--- src/rtl/dmt_pkg.sv ---
package dmt_pkg;

  // register byte offsets
  localparam logic [7:0] OFS_CTRL     = 8'h00;
  localparam logic [7:0] OFS_CTRL_CLR = 8'h04;
  localparam logic [7:0] OFS_CTRL_SET = 8'h08;
  localparam logic [7:0] OFS_PRE      = 8'h10;
  localparam logic [7:0] OFS_CLR      = 8'h20;
  localparam logic [7:0] OFS_STAT     = 8'h30;
  localparam logic [7:0] OFS_CNT      = 8'h40;
  localparam logic [7:0] OFS_TERM     = 8'h60;
  localparam logic [7:0] OFS_WIN      = 8'h70;
  localparam logic [7:0] OFS_CAUSE    = 8'h80;

  // field positions
  localparam int EN_BIT      = 15;
  localparam int PRE_KEY_LSB = 8;
  localparam int ST_WIN      = 0;
  localparam int ST_EVT      = 5;
  localparam int ST_BAD2     = 6;
  localparam int ST_BAD1     = 7;
  localparam int CAUSE_BIT   = 5;

  // key values
  localparam logic [7:0] ARM_KEY   = 8'h40;
  localparam logic [7:0] CLEAR_KEY = 8'h08;

  function automatic logic arm_key_ok(input logic [7:0] b);
    return b == ARM_KEY;
  endfunction

  function automatic logic clear_key_ok(input logic [7:0] b);
    return b == CLEAR_KEY;
  endfunction

endpackage

--- src/rtl/dmt_regs.sv ---
module dmt_regs
  import dmt_pkg::*;
#(
  parameter int ADDR_W   = 8,
  parameter int DATA_W   = 32,
  parameter int CNT_W    = 32,
  parameter int TERM_RST = 1000000,
  parameter int WIN_RST  = 1000
) (
  input  logic              clk,
  input  logic              rst_n,
  input  logic [ADDR_W-1:0] addr,
  input  logic [DATA_W-1:0] wdata,
  input  logic              we,
  output logic              en,
  output logic              quiet,
  output logic              en_start,
  output logic              pre_wr,
  output logic              clr_wr,
  output logic              cause_w1c,
  output logic [CNT_W-1:0]  term,
  output logic [CNT_W-1:0]  win
);

  logic acc;
  logic en_next;
  logic en_stop;

  // a write is taken unless the bus is in its dead cycle after a stop
  assign acc = we && !quiet;

  always_comb begin
    en_next = en;
    if (acc) begin
      if (addr == ADDR_W'(OFS_CTRL))
        en_next = wdata[EN_BIT];
      else if (addr == ADDR_W'(OFS_CTRL_SET))
        en_next = en | wdata[EN_BIT];
      else if (addr == ADDR_W'(OFS_CTRL_CLR))
        en_next = en & ~wdata[EN_BIT];
    end
  end

  assign en_start  = !en && en_next;
  assign en_stop   = en && !en_next;
  assign pre_wr    = acc && en && (addr == ADDR_W'(OFS_PRE));
  assign clr_wr    = acc && en && (addr == ADDR_W'(OFS_CLR));
  assign cause_w1c = acc && (addr == ADDR_W'(OFS_CAUSE)) && wdata[CAUSE_BIT];

  always_ff @(posedge clk or negedge rst_n) begin
    if (!rst_n) begin
      en    <= 1'b0;
      quiet <= 1'b0;
      term  <= CNT_W'(TERM_RST);
      win   <= CNT_W'(WIN_RST);
    end else begin
      en    <= en_next;
      quiet <= en_stop;
      if (acc && addr == ADDR_W'(OFS_TERM)) term <= wdata[CNT_W-1:0];
      if (acc && addr == ADDR_W'(OFS_WIN))  win  <= wdata[CNT_W-1:0];
    end
  end

endmodule

--- src/rtl/dmt_keys.sv ---
module dmt_keys
  import dmt_pkg::*;
(
  input  logic       clk,
  input  logic       rst_n,
  input  logic       en_start,
  input  logic       pre_wr,
  input  logic       clr_wr,
  input  logic [7:0] pre_byte,
  input  logic [7:0] clr_byte,
  input  logic       win_open,
  output logic       armed,
  output logic       svc_ok,
  output logic       set_bad1,
  output logic       set_bad2
);

  logic pre_good;

  assign pre_good = arm_key_ok(pre_byte);
  assign set_bad1 = pre_wr && !pre_good;
  assign svc_ok   = clr_wr && armed && win_open && clear_key_ok(clr_byte);
  assign set_bad2 = clr_wr && !svc_ok;

  always_ff @(posedge clk or negedge rst_n) begin
    if (!rst_n)
      armed <= 1'b0;
    else if (en_start || clr_wr)
      armed <= 1'b0;
    else if (pre_wr)
      armed <= pre_good;
  end

endmodule

--- src/rtl/dmt_counter.sv ---
module dmt_counter #(
  parameter int CNT_W = 32
) (
  input  logic             clk,
  input  logic             rst_n,
  input  logic             en,
  input  logic             en_start,
  input  logic             svc_ok,
  input  logic             evt,
  input  logic [CNT_W-1:0] term,
  input  logic [CNT_W-1:0] win,
  output logic [CNT_W-1:0] cnt,
  output logic             win_open,
  output logic             tmo_hit
);

  // first count value at which servicing is allowed
  function automatic logic [CNT_W-1:0] open_point(input logic [CNT_W-1:0] t,
                                                  input logic [CNT_W-1:0] w);
    return (w >= t) ? '0 : t - w;
  endfunction

  logic running;
  logic [CNT_W-1:0] open_at;

  assign running  = en && !evt;
  assign open_at  = open_point(term, win);
  assign tmo_hit  = running && (cnt >= term);
  assign win_open = running && (cnt >= open_at) && (cnt < term);

  always_ff @(posedge clk or negedge rst_n) begin
    if (!rst_n)
      cnt <= '0;
    else if (en_start || svc_ok)
      cnt <= '0;
    else if (running && cnt < term)
      cnt <= cnt + CNT_W'(1);
  end

endmodule

--- src/rtl/dmt_status.sv ---
module dmt_status (
  input  logic clk,
  input  logic rst_n,
  input  logic en_start,
  input  logic set_bad1,
  input  logic set_bad2,
  input  logic tmo_hit,
  output logic bad1,
  output logic bad2,
  output logic evt,
  output logic evt_rise
);

  logic any_fault;

  assign any_fault = set_bad1 || set_bad2 || tmo_hit;
  assign evt_rise  = !evt && any_fault && !en_start;

  always_ff @(posedge clk or negedge rst_n) begin
    if (!rst_n) begin
      bad1 <= 1'b0;
      bad2 <= 1'b0;
      evt  <= 1'b0;
    end else if (en_start) begin
      bad1 <= 1'b0;
      bad2 <= 1'b0;
      evt  <= 1'b0;
    end else begin
      bad1 <= bad1 | set_bad1;
      bad2 <= bad2 | set_bad2;
      evt  <= evt  | any_fault;
    end
  end

endmodule

--- src/rtl/deadman_wdt.sv ---
module deadman_wdt
  import dmt_pkg::*;
#(
  parameter int ADDR_W   = 8,
  parameter int DATA_W   = 32,
  parameter int CNT_W    = 32,
  parameter int TERM_RST = 1000000,
  parameter int WIN_RST  = 1000
) (
  input  logic              clk,
  input  logic              rst_n,
  input  logic              por_n,
  input  logic [ADDR_W-1:0] addr,
  input  logic [DATA_W-1:0] wdata,
  input  logic              we,
  output logic [DATA_W-1:0] rdata,
  output logic              rst_req
);

  logic             en, quiet, en_start, pre_wr, clr_wr, cause_w1c;
  logic [CNT_W-1:0] term, win, cnt;
  logic             win_open, tmo_hit, armed, svc_ok, set_bad1, set_bad2;
  logic             bad1, bad2, evt, evt_rise;
  logic             cause;

  dmt_regs #(
    .ADDR_W(ADDR_W), .DATA_W(DATA_W), .CNT_W(CNT_W),
    .TERM_RST(TERM_RST), .WIN_RST(WIN_RST)
  ) u_regs (
    .clk(clk), .rst_n(rst_n), .addr(addr), .wdata(wdata), .we(we),
    .en(en), .quiet(quiet), .en_start(en_start), .pre_wr(pre_wr),
    .clr_wr(clr_wr), .cause_w1c(cause_w1c), .term(term), .win(win)
  );

  dmt_keys u_keys (
    .clk(clk), .rst_n(rst_n), .en_start(en_start),
    .pre_wr(pre_wr), .clr_wr(clr_wr),
    .pre_byte(wdata[PRE_KEY_LSB +: 8]), .clr_byte(wdata[7:0]),
    .win_open(win_open), .armed(armed), .svc_ok(svc_ok),
    .set_bad1(set_bad1), .set_bad2(set_bad2)
  );

  dmt_counter #(.CNT_W(CNT_W)) u_cnt (
    .clk(clk), .rst_n(rst_n), .en(en), .en_start(en_start),
    .svc_ok(svc_ok), .evt(evt), .term(term), .win(win),
    .cnt(cnt), .win_open(win_open), .tmo_hit(tmo_hit)
  );

  dmt_status u_stat (
    .clk(clk), .rst_n(rst_n), .en_start(en_start),
    .set_bad1(set_bad1), .set_bad2(set_bad2), .tmo_hit(tmo_hit),
    .bad1(bad1), .bad2(bad2), .evt(evt), .evt_rise(evt_rise)
  );

  // reset-cause flag lives on the power-on reset only
  always_ff @(posedge clk or negedge por_n) begin
    if (!por_n)
      cause <= 1'b0;
    else if (evt_rise)
      cause <= 1'b1;
    else if (cause_w1c)
      cause <= 1'b0;
  end

  assign rst_req = evt;

  always_comb begin
    rdata = '0;
    if (!quiet) begin
      if (addr == ADDR_W'(OFS_CTRL)) begin
        rdata[EN_BIT] = en;
      end else if (addr == ADDR_W'(OFS_STAT)) begin
        rdata[ST_WIN]  = win_open;
        rdata[ST_EVT]  = evt;
        rdata[ST_BAD2] = bad2;
        rdata[ST_BAD1] = bad1;
      end else if (addr == ADDR_W'(OFS_CNT)) begin
        rdata[CNT_W-1:0] = cnt;
      end else if (addr == ADDR_W'(OFS_TERM)) begin
        rdata[CNT_W-1:0] = term;
      end else if (addr == ADDR_W'(OFS_WIN)) begin
        rdata[CNT_W-1:0] = win;
      end else if (addr == ADDR_W'(OFS_CAUSE)) begin
        rdata[CAUSE_BIT] = cause;
      end
    end
  end

endmodule

--- config.mk ---
export PLATFORM = sky130hd
export DESIGN_NAME = deadman_wdt
export DESIGN_NICKNAME = d
export VERILOG_FILES = /design/src/rtl/dmt_pkg.sv /design/src/rtl/dmt_regs.sv /design/src/rtl/dmt_keys.sv /design/src/rtl/dmt_counter.sv /design/src/rtl/dmt_status.sv /design/src/rtl/deadman_wdt.sv
export SDC_FILE = /design/constraint.sdc
export NUM_CORES = 1
export LEC_CHECK = 0
export BUFFER_PORTS_ARGS = -buffer_cell sky130_fd_sc_hd__buf_2
export CAP_MARGIN = 25
export CELL_PAD_IN_SITES_DETAIL_PLACEMENT = 1
export CELL_PAD_IN_SITES_GLOBAL_PLACEMENT = 1
export CORE_ASPECT_RATIO = 0.75
export CORE_UTILIZATION = 46
export DETAILED_ROUTE_END_ITERATION = 12
export PLACE_DENSITY_LB_ADDON = 0.3
export SETUP_SLACK_MARGIN = 0.5
export SKIP_CTS_REPAIR_TIMING = 1
export SLEW_MARGIN = 20
export SYNTH_ARGS = -nofsm -noshare
export SYNTH_HDL_FRONTEND = slang
export SYNTH_SLANG_ARGS = --single-unit
--- constraint.sdc ---
create_clock -name clk -period 6.4 [get_ports clk]
set_clock_uncertainty 0.1 [all_clocks]
set_input_delay 0.32 -clock clk [delete_from_list [all_inputs] [get_ports clk]]
set_output_delay 0.32 -clock clk [all_outputs]
set_load 0.005 [all_outputs]
==> results of run 1 <==
cells by family after synthesis:
family	synth area share [%]
AOI/OAI and AO/OA	20.3
xor gates and xnor gates	6.10
adders and majority gates	14.8
buffers and inverters	6.00
DFF	31.2
muxes	0.135
and+or+nand+nor	21.5
power groups by stage:
stage | logic (mW) | clock network, mW | registers, mW
after floorplan | 0.981 | 0 | 0.818
after global placement | 1.31 | 0 | 0.864
after detailed placement | 1.35 | 0 | 0.868
after CTS | 1.38 | 0.637 | 0.856
after global routing | 1.68 | 0.661 | 0.871
final | 1.53 | 0.633 | 0.861
cells in the final DEF, fill, tap and decap left out, types with 6 or more instances in the layout:
cell         n
nand2_1    129
ha_1        94
dfrtp_1     90
o21ai_0     84
inv_1       83
buf_2       75
nor2_1      62
a21oi_1     53
xnor2_1     47
nor2_2      29
a222oi_1    29
nand3_1     28
nand4_1     26
a21o_1      26
nor3_1      25
buf_4       25
nor4_1      16
dfstp_2     13
and3_1      11
xor2_1      11
nand2b_1     9
clkbuf_16    9
nor2b_1      8
o21bai_1     6
final cells by class:
| class | instances | area [um^2] | share of cell area [%] |
|---|---|---|---|
| timing repair buffer | 104 | 631 | 6.59 |
| clock buffer | 11 | 253 | 2.64 |
| multi-input combinational | 779 | 5390 | 56.4 |
| inverter | 83 | 312 | 3.26 |
| sequential | 103 | 2590 | 27.1 |
| clock inverter | 5 | 80.1 | 0.837 |
| tap | 242 | 303 | 3.17 |
routing by layer:
metal,part of all wire (%),up-vias
met5,0,-
met4,1.4,0
met3,5.4,34
met2,46,233
met1,47,4020
li1,-,3745
worst min-delay path, stage by stage:
cell     delay, ns
buf_2         0.09
nand2_1       0.04
o21ai_0       0.06
cell usage after synthesis (all sizes together), types with 2 or more instances:
cell and number:
nand3 28, xor2 11, a211oi 6, or3 2, a41o 2, a211o 2
a31o 3, and4 3, clkbuf 34, nand3b 2, nand4 26, nor2b 8
o21a 5, o21bai 6, nand2 129, nor4 19, nor2 92, o211ai 4
a2111oi 3, dfrtp 90, a2111o 2, nor4b 4, and3 11, ha 97
a31oi 3, buf 8, o31ai 3, o21ai 91, a21oi 57, dfstp 13
nand2b 9, a22oi 5, a21o 26, or2 3, inv 83, xnor2 47
a221oi 2, nor3 28, and2 2, a222oi 29
sequential cells by signal, summed over array words and instances (netlist names):
| signal | flops |
|---|---|
| cause | 1 |
| u_cnt.cnt | 32 |
| u_keys.armed | 1 |
| u_regs.en | 1 |
| u_regs.quiet | 1 |
| u_regs.term | 32 |
| u_regs.win | 32 |
| u_stat.bad1 | 1 |
| u_stat.bad2 | 1 |
| u_stat.evt | 1 |
worst paths after layout:
kind	start	cells past startpoint	slack, ns	end
max reg2reg	u_regs.term[0]$_DFFE_PN0P_	24	0.90	u_cnt.cnt[17]$_DFFE_PN0P_
min reg2reg	u_stat.bad2$_DFF_PN0_	2	0.43	u_stat.bad2$_DFF_PN0_
max	u_regs.term[0]$_DFFE_PN0P_	23	0.67	rdata[0]
min in group asynchronous	por_n	2	0.15	cause$_DFFE_PN0P_
min	wdata[26]	3	0.07	u_regs.win[26]$_DFFE_PN0P_
max in group asynchronous	rst_n	3	4.53	u_cnt.cnt[22]$_DFFE_PN0P_
per-stage QoR:
stage          instance area, um^2  hold WS [ns]  total power, mW  util, %
3_3_place_gp                  8950      -0.00502             2.17     50.7
6_report                      9560        0.0732             3.03     54.2
4_1_cts                       9310        -0.391             2.88     52.7
2_1_floorplan                 8330       -0.0756             1.80        -
3_5_place_dp                  8980      -0.00416             2.22     50.9
5_1_grt                       9560        0.0873             3.21     54.2
==> impl_table.tex, run 1 <==
\begin{tabular}{lr}
\hline
Metric & Value \\
\hline
\multicolumn{2}{l}{\textbf{Synthesis}} \\
Part of the Yosys area used for sequential elements & 31.2\% \\
Cell types occupying the most area after synthesis & dfrtp\_1 27\%, ha\_1 15\%, nand2\_1 5.8\% \\
Number of flops mapped to enable cells by yosys & 0 \\
Post-synth top area share & 27.1\% \\
Area leader, netlist & dfrtp\_1 \\
Synthesized flop and latch total & 103 \\
Count of unique library cells instantiated by Yosys & 62 \\
Synth async-reset ratio & 100\% \\
Net count after synthesis & 1149 \\
Total number of yosys warnings & 0 \\
Mean instance size in the synthesized netlist & 8.27 um\^{}2 \\
Number of instances in the synthesized netlist & 1007 \\
Primary FF master, synth & dfrtp\_1 \\
Cell area after synthesis & 8330 um\^{}2 \\
\multicolumn{2}{l}{\textbf{Setup path}} \\
Required time of the critical path & 5.98 ns \\
Worst Setup Path Type & flip-flop to output port \\
Critical path buffer and inverter count & 3 \\
Critical Path Slowest Stage Cell & a2111oi\_4 \\
Largest fanout of any net on the critical path & 6 \\
Longest individual stage delay on the worst path & 0.40 ns \\
Crit-path leading delay family & compound AO/OA/AOI/OAI gates \\
Category of the worst setup path capture point & output port \\
Crit start category & flip-flop \\
Critical Path, Cell by Cell & inv\_1 > ha\_2 > inv\_1 > fa\_2 > a21oi\_4 > o21ai\_4 > a221oi\_4 > o211ai\_2 > a2111oi\_4 > nor2\_2 > nor4\_4 > nor3\_4 > nand2b\_1 > ha\_4 > a21o\_1 > a21o\_1 > a2111oi\_4 > o21bai\_1 > a2111o\_1 > a211oi\_2 > nand3b\_1 > a21oi\_1 > buf\_2 \\
WP data arrival & 5.31 ns \\
\multicolumn{2}{l}{\textbf{Global route}} \\
Global-route track usage on met1 & 43.8\% \\
Global-route usage over all layers & 30.5\% \\
Met3 track utilization from global routing & 4.47\% \\
Global-route wire length before repair & 44.0 mm \\
Maximum number of pins on one net before global-route repair & 64 \\
Met2 routing resource usage after global routing & 48.1\% \\
Number of global-route vias before repair & 8064 \\
Number of antenna violations at the first check in global routing & 0 \\
Overall overflow remaining after global route & 0 \\
Highest-utilization routing layer at the global route stage & met2 \\
\multicolumn{2}{l}{\textbf{Layout}} \\
Number of antenna diodes & 0 \\
Layout net count & 1222 \\
Post-route insts no fill & 1327 \\
Area growth syn-to-layout & 14.9\% \\
Fill cells & 2193 \\
Share of layout cells above drive strength 1 & 18.2\% \\
\multicolumn{2}{l}{\textbf{Detailed routing}} \\
Total via count after detailed routing & 8032 \\
Average wire per cell in the routed design & 21.2 um \\
Remaining antenna violation count & 0 \\
Number of iterations in the first detailed-routing pass & 6 \\
\# DRC & 0 \\
Initial DRC count & 710 \\
Aggregate routed wire length & 28.2 mm \\
Routed via count divided by cell count & 6.05 \\
\multicolumn{2}{l}{\textbf{Timing}} \\
Final worst-path cycle share & 89.5\% \\
Final worst setup slack & 0.674 ns \\
Fin Setup TNS & 0 ns \\
Setup repair after global routing missed its margin & false \\
Worst slew pin tran & 1.08 ns \\
Post-layout min period & 5.73 ns \\
Total of endpoints with negative setup slack in the final report & 0 \\
Final Hold Fails & 0 \\
Highest achievable clock rate & 175 MHz \\
Max-slew headroom & 27.0\% \\
Max-slew violation count & 0 \\
\multicolumn{2}{l}{\textbf{CTS}} \\
TritonCTS clock tree & built \\
Sink Count & 103 \\
Clk slew on worst S/H paths & 0.08 ns \\
Clock latency on the worst-skew pair & 0.37 ns \\
Max H-tree Level & 3 \\
Clock tree root driver cell & clkbuf\_16 \\
Number of buffers on the longest clock path & 2 \\
Cts bufs inserted & 9 \\
\multicolumn{2}{l}{\textbf{Placement}} \\
Half-perimeter wire length of the detailed placement result & 19.8 mm \\
Placer congestion estimate & 0.883 \\
Pre-CTS setup slack & 0.479 ns \\
Instance count after placement with tap cells included & 1296 \\
Buffers on Ports & 76 \\
\multicolumn{2}{l}{\textbf{Flow run}} \\
Number of max-cap violations & 0 \\
\multicolumn{2}{l}{\textbf{Pwr}} \\
Int Power & 1.73 mW \\
Switching power summed over all nets & 1.30 mW \\
Power density normalized to cell area & 317 nW/um\^{}2 \\
Switching share of power & 42.9\% \\
IR Drop Worst-Case VDD & 0.139 mV \\
Part of the total power dissipated in the clock network & 20.9\% \\
Part of the power in combinational logic & 50.7\% \\
Leakage power total & 4.45 nW \\
Reg power frac & 28.4\% \\
\multicolumn{2}{l}{\textbf{Hold path}} \\
Class of the tightest hold or removal check & primary input to flip-flop \\
\multicolumn{2}{l}{\textbf{Floorplan}} \\
Starting Density & 47.2\% \\
Die X-Extent & 157 um \\
Floorplan die height & 119 um \\
Io pins & 77 \\
Core Rows & 42 \\
Placeable Area & 17700 um\^{}2 \\
Area enclosed by the die boundary & 18600 um\^{}2 \\
\multicolumn{2}{l}{\textbf{Outcome}} \\
Status & finished clean \\
\hline
\end{tabular}
Power figures use the tool's default switching activity.
==> run 2, diff against run 1 <==
--- a/config.mk
+++ b/config.mk
@@ -12,10 +12,10 @@
 export CORE_ASPECT_RATIO = 0.75
 export CORE_UTILIZATION = 46
 export DETAILED_ROUTE_END_ITERATION = 12
-export PLACE_DENSITY_LB_ADDON = 0.3
+export PLACE_DENSITY_LB_ADDON = 0.1
 export SETUP_SLACK_MARGIN = 0.5
 export SKIP_CTS_REPAIR_TIMING = 1
-export SLEW_MARGIN = 20
+export SLEW_MARGIN = 0
 export SYNTH_ARGS = -nofsm -noshare
 export SYNTH_HDL_FRONTEND = slang
 export SYNTH_SLANG_ARGS = --single-unit
==> run 2 against run 1 <==
  * Wire length decreased by 2.4%
  * Global-route usage about the same
  * Fmax increased by 0.64%
  * Worst setup slack improved by 0.037 ns
  * Via count decreased by 1.3%
  * Combinational power decreased by 3%
  * First-iteration DRC count decreased by 5.1%
  * Die area unchanged
  * Clock power decreased by 6.2%
  * Non-clock buffer count decreased by 2
==> impl_table.tex, run 2 (synthesis gave the netlist of run 1 again) <==
\begin{tabular}{lr}
\hline
Metric & Value \\
\hline
\multicolumn{2}{l}{\textbf{Outcome}} \\
Status & finished clean \\
\multicolumn{2}{l}{\textbf{Layout}} \\
Commonest non-fill, non-tap cells in the layout & 129 x nand2\_1, 97 x ha\_1, 90 x dfrtp\_1 \\
Post-route insts no fill & 1325 (-0.15\%) \\
Area growth syn-to-layout & 14.0\% \\
Most common cell after layout, fill and taps aside & nand2\_1 \\
Post-layout utilization of the core & 53.8\% (-0.41 points) \\
Biggest registers after layout & u\_cnt.cnt x32, u\_regs.term x32, u\_regs.win x32 \\
Share of layout cells above drive strength 1 & 17.9\% (-0.24 points) \\
Number of antenna diodes & 0 (unchanged) \\
Layout net count & 1220 (-0.16\%) \\
\multicolumn{2}{l}{\textbf{Global route}} \\
Global-route wire length before repair & 43.7 mm (-0.77\%) \\
Number of antenna violations at the first check in global routing & 0 (unchanged) \\
Global-route usage over all layers & 30.5\% (about the same) \\
Maximum number of pins on one net before global-route repair & 64 (unchanged) \\
Number of global-route vias before repair & 7943 (-1.5\%) \\
Overall overflow remaining after global route & 0 (unchanged) \\
\multicolumn{2}{l}{\textbf{Detailed routing}} \\
Average wire per cell in the routed design & 20.8 um (-2.2\%) \\
Initial DRC count & 674 (-5.1\%) \\
Aggregate routed wire length & 27.5 mm (-2.4\%) \\
Total via count after detailed routing & 7930 (-1.3\%) \\
Number of iterations in the first detailed-routing pass & 6 (unchanged) \\
Routed via count divided by cell count & 5.98 (-1.1\%) \\
Remaining antenna violation count & 0 (unchanged) \\
\# DRC & 0 (unchanged) \\
\multicolumn{2}{l}{\textbf{Floorplan}} \\
Die X-Extent & 157 um (unchanged) \\
Placeable Area & 17700 um\^{}2 (unchanged) \\
Starting Density & 47.2\% (unchanged) \\
Floorplan die height & 119 um (unchanged) \\
Area enclosed by the die boundary & 18600 um\^{}2 (unchanged) \\
Core Rows & 42 (unchanged) \\
Io pins & 77 (unchanged) \\
\multicolumn{2}{l}{\textbf{Placement}} \\
Half-perimeter wire length of the detailed placement result & 20.3 mm (+2.4\%) \\
Instance count after placement with tap cells included & 1296 (unchanged) \\
Buffers on Ports & 76 (unchanged) \\
Placer congestion estimate & 0.918 (+4.0\%) \\
\multicolumn{2}{l}{\textbf{Pwr}} \\
IR Drop Worst-Case VDD & 0.155 mV (+11\%) \\
Part of the total power dissipated in the clock network & 20.3\% (-0.6 points) \\
Power density normalized to cell area & 309 nW/um\^{}2 (-2.5\%) \\
Part of the power in combinational logic & 50.6\% (about the same) \\
Switching share of power & 43.6\% (+0.69 points) \\
Reg power frac & 29.2\% (+0.8 points) \\
Switching power summed over all nets & 1.28 mW (-1.7\%) \\
Leakage power total & 4.42 nW (-0.66\%) \\
Int Power & 1.65 mW (-4.5\%) \\
\multicolumn{2}{l}{\textbf{CTS}} \\
TritonCTS clock tree & built \\
Clk slew on worst S/H paths & 0.08 ns (about the same) \\
Clock latency on the worst-skew pair & 0.37 ns (about the same) \\
Sink Count & 103 (unchanged) \\
Clock tree root driver cell & clkbuf\_16 \\
Cts bufs inserted & 9 (unchanged) \\
Number of buffers on the longest clock path & 2 (unchanged) \\
Max H-tree Level & 3 (unchanged) \\
\multicolumn{2}{l}{\textbf{Timing}} \\
Max-slew violation count & 0 (unchanged) \\
Highest achievable clock rate & 176 MHz (+0.64\%) \\
Worst slew pin tran & 1.06 ns (-0.0246 ns) \\
Total of endpoints with negative setup slack in the final report & 0 (unchanged) \\
Setup repair after global routing missed its margin & false \\
Worst slack on hold paths & 0.0667 ns (-0.00646 ns) \\
Fin Setup TNS & 0 ns (unchanged) \\
Final worst-path cycle share & 88.9\% (-0.57 points) \\
Max-slew headroom & 28.7\% (+1.7 points) \\
Post-layout min period & 5.69 ns (-0.0365 ns) \\
Final Hold Fails & 0 (unchanged) \\
\multicolumn{2}{l}{\textbf{Setup path}} \\
Worst reg-to-reg path cell count & 22 (-8.3\%) \\
Critical Path, Cell by Cell & inv\_1 > ha\_1 > inv\_1 > fa\_2 > a21oi\_4 > o21ai\_4 > a221oi\_4 > o211ai\_4 > a2111oi\_4 > nor2\_2 > nor4\_4 > nor3\_4 > nand2b\_1 > ha\_1 > a21o\_1 > a21o\_1 > a2111oi\_2 > o21bai\_1 > a2111o\_1 > a211oi\_2 > nand3b\_1 > a21oi\_1 > buf\_2 \\
WP data arrival & 5.27 ns (-0.04 ns) \\
Largest fanout of any net on the critical path & 7 (+1) \\
Longest individual stage delay on the worst path & 0.42 ns (+0.02 ns) \\
Required time of the critical path & 5.98 ns (about the same) \\
Crit start category & flip-flop \\
Critical path buffer and inverter count & 3 (unchanged) \\
Crit-path leading delay family & compound AO/OA/AOI/OAI gates \\
Category of the worst setup path capture point & output port \\
Critical Path Slowest Stage Cell & a2111o\_1 \\
Critical Path Stages & 23 (unchanged) \\
Worst Setup Path Type & flip-flop to output port \\
\multicolumn{2}{l}{\textbf{Hold path}} \\
Class of the tightest hold or removal check & primary input to flip-flop \\
Cell depth of the worst hold path & 3 (unchanged) \\
\multicolumn{2}{l}{\textbf{Flow run}} \\
Number of max-cap violations & 0 (unchanged) \\
\hline
\end{tabular}
## run 2: changes by cell type in the layout (fill, tap and decap cells not counted), moves of 2 or more
cell,change
o21ai_2,-2
clkbuf_8,-2
ha_1,+3
ha_2,-2
inv_6,+3
## run 2: per-stage QoR
step	power (mW)	cell area, um^2	worst slack, ns
after CTS	2.82	9280	0.110
after floorplan	1.80	8330	1.36
after global placement	2.18	8970	0.512
after global routing	3.13	9490	0.442
final	2.93	9490	0.711
after detailed placement	2.21	8970	0.213
## run 2: power groups by stage
| stage | Sequential, mW | Clock [mW] | Combinational (mW) |
|---|---|---|---|
| after floorplan | 0.818 | 0 | 0.981 |
| after global placement | 0.861 | 0 | 1.31 |
| after detailed placement | 0.863 | 0 | 1.35 |
| after CTS | 0.852 | 0.599 | 1.37 |
| after global routing | 0.867 | 0.624 | 1.64 |
| final | 0.855 | 0.594 | 1.48 |
## run 2: tightest hold or removal path, cell delays in order
cell	delay [ns]
buf_2	0.09
nand2_1	0.04
o21ai_0	0.06
## run 2: worst paths after layout
path,start,endpoint,slack (ns)
min in group asynchronous,por_n,cause$_DFFE_PN0P_,0.18
worst max-delay path,u_regs.term[0]$_DFFE_PN0P_,rdata[0],0.71
worst min register to register,u_regs.win[8]$_DFFE_PN1P_,u_regs.win[8]$_DFFE_PN1P_,0.43
worst min-delay path,wdata[17],u_regs.win[17]$_DFFE_PN0P_,0.07
worst max register to register,u_regs.win[3]$_DFFE_PN1P_,u_cnt.cnt[8]$_DFFE_PN0P_,0.78
max in group asynchronous,rst_n,u_cnt.cnt[20]$_DFFE_PN0P_,4.58
## run 2: routing by layer
| metal | track usage [%] | vias to the layer above | share of wire, % |
|---|---|---|---|
| li1 | - | 3746 | - |
| met1 | 45.2 | 3950 | 50 |
| met2 | 46.3 | 211 | 44 |
| met3 | 4.69 | 23 | 5.0 |
| met4 | 6.92 | 0 | 1.2 |
| met5 | 0 | - | 0 |
## run 2: area by class of cell
type,instances,area (um^2)
fill,2177,8170
clock inverter,7,77.6
inverter,83,312
tap,242,303
timing repair buffer,102,596
clock buffer,9,225
multi-input combinational,779,5390
sequential,103,2590
==> run 3, diff against run 2 <==
--- a/config.mk
+++ b/config.mk
@@ -5,7 +5,7 @@
 export SDC_FILE = /design/constraint.sdc
 export NUM_CORES = 1
 export LEC_CHECK = 0
-export BUFFER_PORTS_ARGS = -buffer_cell sky130_fd_sc_hd__buf_2
+export BUFFER_PORTS_ARGS = -buffer_cell sky130_fd_sc_hd__buf_4
 export CAP_MARGIN = 25
 export CELL_PAD_IN_SITES_DETAIL_PLACEMENT = 1
 export CELL_PAD_IN_SITES_GLOBAL_PLACEMENT = 1
==> run 3 against run 2 <==
  * Sequential share of layout area is 0.51 points lower
  * Critical path type unchanged
  * Critical path depth unchanged
  * Core utilization up 1.0 points
  * Flip-flop and latch count stayed put
  * Worst setup slack worse by 0.095 ns
  * Non-clock buffer count decreased by 1
  * Via count is 0.25% lower
  * Die area unchanged
  * Register-to-register slack got worse by 0.02 ns
  * Highest routed layer unchanged
  * Total power rose by 0.97%
==> impl_table.tex, run 3 (synthesis gave the netlist of run 1 again) <==
\begin{tabular}{lr}
\hline
Metric & Value \\
\hline
\multicolumn{2}{l}{\textbf{CTS}} \\
Clock tree root driver cell & clkbuf\_16 \\
Clock latency on the worst-skew pair & 0.36 ns (about the same) \\
Clk slew on worst S/H paths & 0.08 ns (about the same) \\
Sink Count & 103 (unchanged) \\
Max H-tree Level & 3 (unchanged) \\
Number of buffers on the longest clock path & 2 (unchanged) \\
Cts bufs inserted & 9 (unchanged) \\
TritonCTS clock tree & built \\
\multicolumn{2}{l}{\textbf{Layout}} \\
Total area of sequential cells & 2590 um\^{}2 (unchanged) \\
Number of antenna diodes & 0 (unchanged) \\
Biggest registers after layout & u\_cnt.cnt x32, u\_regs.term x32, u\_regs.win x32 \\
Post-layout utilization of the core & 54.8\% (+1.0 points) \\
Commonest non-fill, non-tap cells in the layout & 129 x nand2\_1, 97 x buf\_4, 96 x ha\_1 \\
Share of layout cells above drive strength 1 & 17.5\% (-0.45 points) \\
Fill cells & 2147 (-1.4\%) \\
Area growth syn-to-layout & 16.2\% \\
Area of the multi-input gates & 5380 um\^{}2 (about the same) \\
Layout net count & 1219 (-0.082\%) \\
Post-route cell area & 9670 um\^{}2 (+1.9\%) \\
Most common cell after layout, fill and taps aside & nand2\_1 \\
\multicolumn{2}{l}{\textbf{Detailed routing}} \\
Total via count after detailed routing & 7910 (-0.25\%) \\
Remaining antenna violation count & 0 (unchanged) \\
Routed via count divided by cell count & 5.97 (-0.18\%) \\
Met3 Wirelength & 1.54 mm (+12\%) \\
Average wire per cell in the routed design & 21.0 um (+0.92\%) \\
Routed length on met1 & 13.5 mm (-1.5\%) \\
Aggregate routed wire length & 27.8 mm (+0.85\%) \\
Initial DRC count & 749 (+11\%) \\
Number of iterations in the first detailed-routing pass & 6 (unchanged) \\
Highest signal layer in the routed design & met4 \\
\# DRC & 0 (unchanged) \\
Met2 Wirelength & 12.3 mm (+2.1\%) \\
\multicolumn{2}{l}{\textbf{Placement}} \\
Buffers on Ports & 76 (unchanged) \\
Half-perimeter wire length of the detailed placement result & 20.2 mm (-0.43\%) \\
Pre-CTS setup slack & 0.556 ns (+0.343 ns) \\
Cell area after placement & 9150 um\^{}2 (+1.9\%) \\
Placer congestion estimate & 0.926 (+0.86\%) \\
\multicolumn{2}{l}{\textbf{Setup path}} \\
Launch instance of the worst register-to-register path & u\_regs.term[0]\$\_DFFE\_PN0P\_ \\
Worst reg2reg setup slack & 0.76 ns (-0.02 ns) \\
Worst reg-to-reg path cell count & 25 (+14\%) \\
Longest individual stage delay on the worst path & 0.43 ns (about the same) \\
WP data arrival & 5.36 ns (+0.09 ns) \\
Largest fanout of any net on the critical path & 7 (unchanged) \\
Worst reg2reg endpoint & u\_cnt.cnt[29]\$\_DFFE\_PN0P\_ \\
Critical Path Slowest Stage Cell & a2111oi\_4 \\
Crit start category & flip-flop \\
Critical Path, Cell by Cell & inv\_1 > ha\_2 > inv\_1 > fa\_2 > a21oi\_4 > o21ai\_4 > a221oi\_4 > o211ai\_2 > a2111oi\_4 > nor2\_2 > nor4\_4 > nor3\_4 > nand2b\_1 > ha\_1 > a21o\_1 > a21o\_1 > a2111oi\_4 > o21bai\_1 > a2111o\_1 > a211oi\_2 > nand3b\_1 > a21oi\_1 > buf\_4 \\
Worst Setup Path Type & flip-flop to output port \\
Required time of the critical path & 5.98 ns (about the same) \\
Category of the worst setup path capture point & output port \\
\multicolumn{2}{l}{\textbf{Floorplan}} \\
Area enclosed by the die boundary & 18600 um\^{}2 (unchanged) \\
Starting Density & 47.2\% (unchanged) \\
Die X-Extent & 157 um (unchanged) \\
Floorplan die height & 119 um (unchanged) \\
Io pins & 77 (unchanged) \\
Placeable Area & 17700 um\^{}2 (unchanged) \\
Core Rows & 42 (unchanged) \\
\multicolumn{2}{l}{\textbf{Flow run}} \\
Number of max-cap violations & 0 (unchanged) \\
\multicolumn{2}{l}{\textbf{Global route}} \\
Maximum number of pins on one net before global-route repair & 64 (unchanged) \\
Global-route wire length before repair & 43.9 mm (+0.41\%) \\
Number of global-route vias before repair & 7995 (+0.65\%) \\
Number of antenna violations at the first check in global routing & 0 (unchanged) \\
Overall overflow remaining after global route & 0 (unchanged) \\
Global-route usage over all layers & 30.5\% (-0.057 points) \\
\multicolumn{2}{l}{\textbf{Timing}} \\
Worst slack on hold paths & 0.0640 ns (-0.00268 ns) \\
Final Hold Fails & 0 (unchanged) \\
Max-slew violation count & 0 (unchanged) \\
Total of endpoints with negative setup slack in the final report & 0 (unchanged) \\
Final worst-path cycle share & 90.4\% (+1.5 points) \\
Max-slew headroom & 29.0\% (+0.29 points) \\
Highest achievable clock rate & 173 MHz (-1.6\%) \\
Post-layout min period & 5.78 ns (+0.0953 ns) \\
Setup repair after global routing missed its margin & false \\
Worst slew pin tran & 1.06 ns (-0.00434 ns) \\
Final worst setup slack & 0.616 ns (-0.0953 ns) \\
Fin Setup TNS & 0 ns (unchanged) \\
\multicolumn{2}{l}{\textbf{Hold path}} \\
Class of the tightest hold or removal check & primary input to flip-flop \\
Cell depth of the worst hold path & 3 (unchanged) \\
Hold path startpoint & wdata[20] \\
Worst-case hold path end point & u\_regs.term[20]\$\_DFFE\_PN0P\_ \\
\multicolumn{2}{l}{\textbf{Pwr}} \\
IR Drop Worst-Case VDD & 0.158 mV (+1.9\%) \\
Leakage power total & 4.45 nW (+0.67\%) \\
Power density normalized to cell area & 306 nW/um\^{}2 (-0.92\%) \\
\multicolumn{2}{l}{\textbf{Outcome}} \\
Status & finished clean \\
\hline
\end{tabular}
[run 3: cell count changes in the layout (fill, tap and decap cells not counted), moves of 2 or more]
cell       before  now
a21oi_2         4    2
buf_4          24   97
inv_6           3    0
buf_6           0    2
a2111oi_2       2    0
clkbuf_8        0    2
buf_2          75    0
[run 3: where the power goes]
group | internal [mW] | switching [mW] | total [mW]
sequential | 0.731 | 0.126 | 0.857
clock | 0.327 | 0.271 | 0.598
combinational | 0.624 | 0.879 | 1.50
total | 1.68 | 1.28 | 2.96
[run 3: how the worst max path moves through the flow]
stage | start | end | slack (ns) | cells after the start
2_1_floorplan | u_regs.term[0]$_DFFE_PN0P_ | u_cnt.cnt[26]$_DFFE_PN0P_ | 1.36 | 24
3_3_place_gp | u_regs.term[0]$_DFFE_PN0P_ | u_cnt.cnt[1]$_DFFE_PN0P_ | 0.76 | 24
3_5_place_dp | u_regs.term[0]$_DFFE_PN0P_ | u_cnt.cnt[29]$_DFFE_PN0P_ | 0.56 | 24
4_1_cts | u_regs.term[0]$_DFFE_PN0P_ | rdata[0] | 0.30 | 23
5_1_grt | u_regs.term[0]$_DFFE_PN0P_ | rdata[0] | 0.37 | 23
6_report | u_regs.term[0]$_DFFE_PN0P_ | rdata[0] | 0.62 | 23
[run 3: layout make-up]
cell class | instances | area share (%)
inverter | 83 | 3.22
tap | 242 | 3.13
timing repair buffer | 101 | 7.97
sequential | 103 | 26.8
multi-input combinational | 779 | 55.6
clock inverter | 4 | 0.569
clock buffer | 12 | 2.65
[run 3: worst max-delay path, delay by kind of cell (launching register included)]
| family | cells | cell delay, ns |
|---|---|---|
| buffers and inverters | 3 | 0.30 |
| AOI/OAI and AO/OA | 12 | 2.80 |
| adders and majority gates | 3 | 0.82 |
| DFF | 1 | 0.41 |
| and+or+nand+nor | 5 | 0.68 |
[run 3: stage by stage]
| step | std cells | power, mW |
|---|---|---|
| 2_1_floorplan | 1007 | 1.80 |
| 3_3_place_gp | 1295 | 2.19 |
| 3_5_place_dp | 1295 | 2.23 |
| 4_1_cts | 1311 | 2.84 |
| 5_1_grt | 1324 | 3.15 |
| 6_report | 1324 | 2.96 |
[run 3: layer usage]
| layer | global-route usage [%] | vias to the layer above |
|---|---|---|
| met5 | 0 | - |
| met4 | 6.98 | 0 |
| met3 | 5.39 | 29 |
| met2 | 45.0 | 196 |
| met1 | 45.7 | 3945 |
| li1 | - | 3740 |
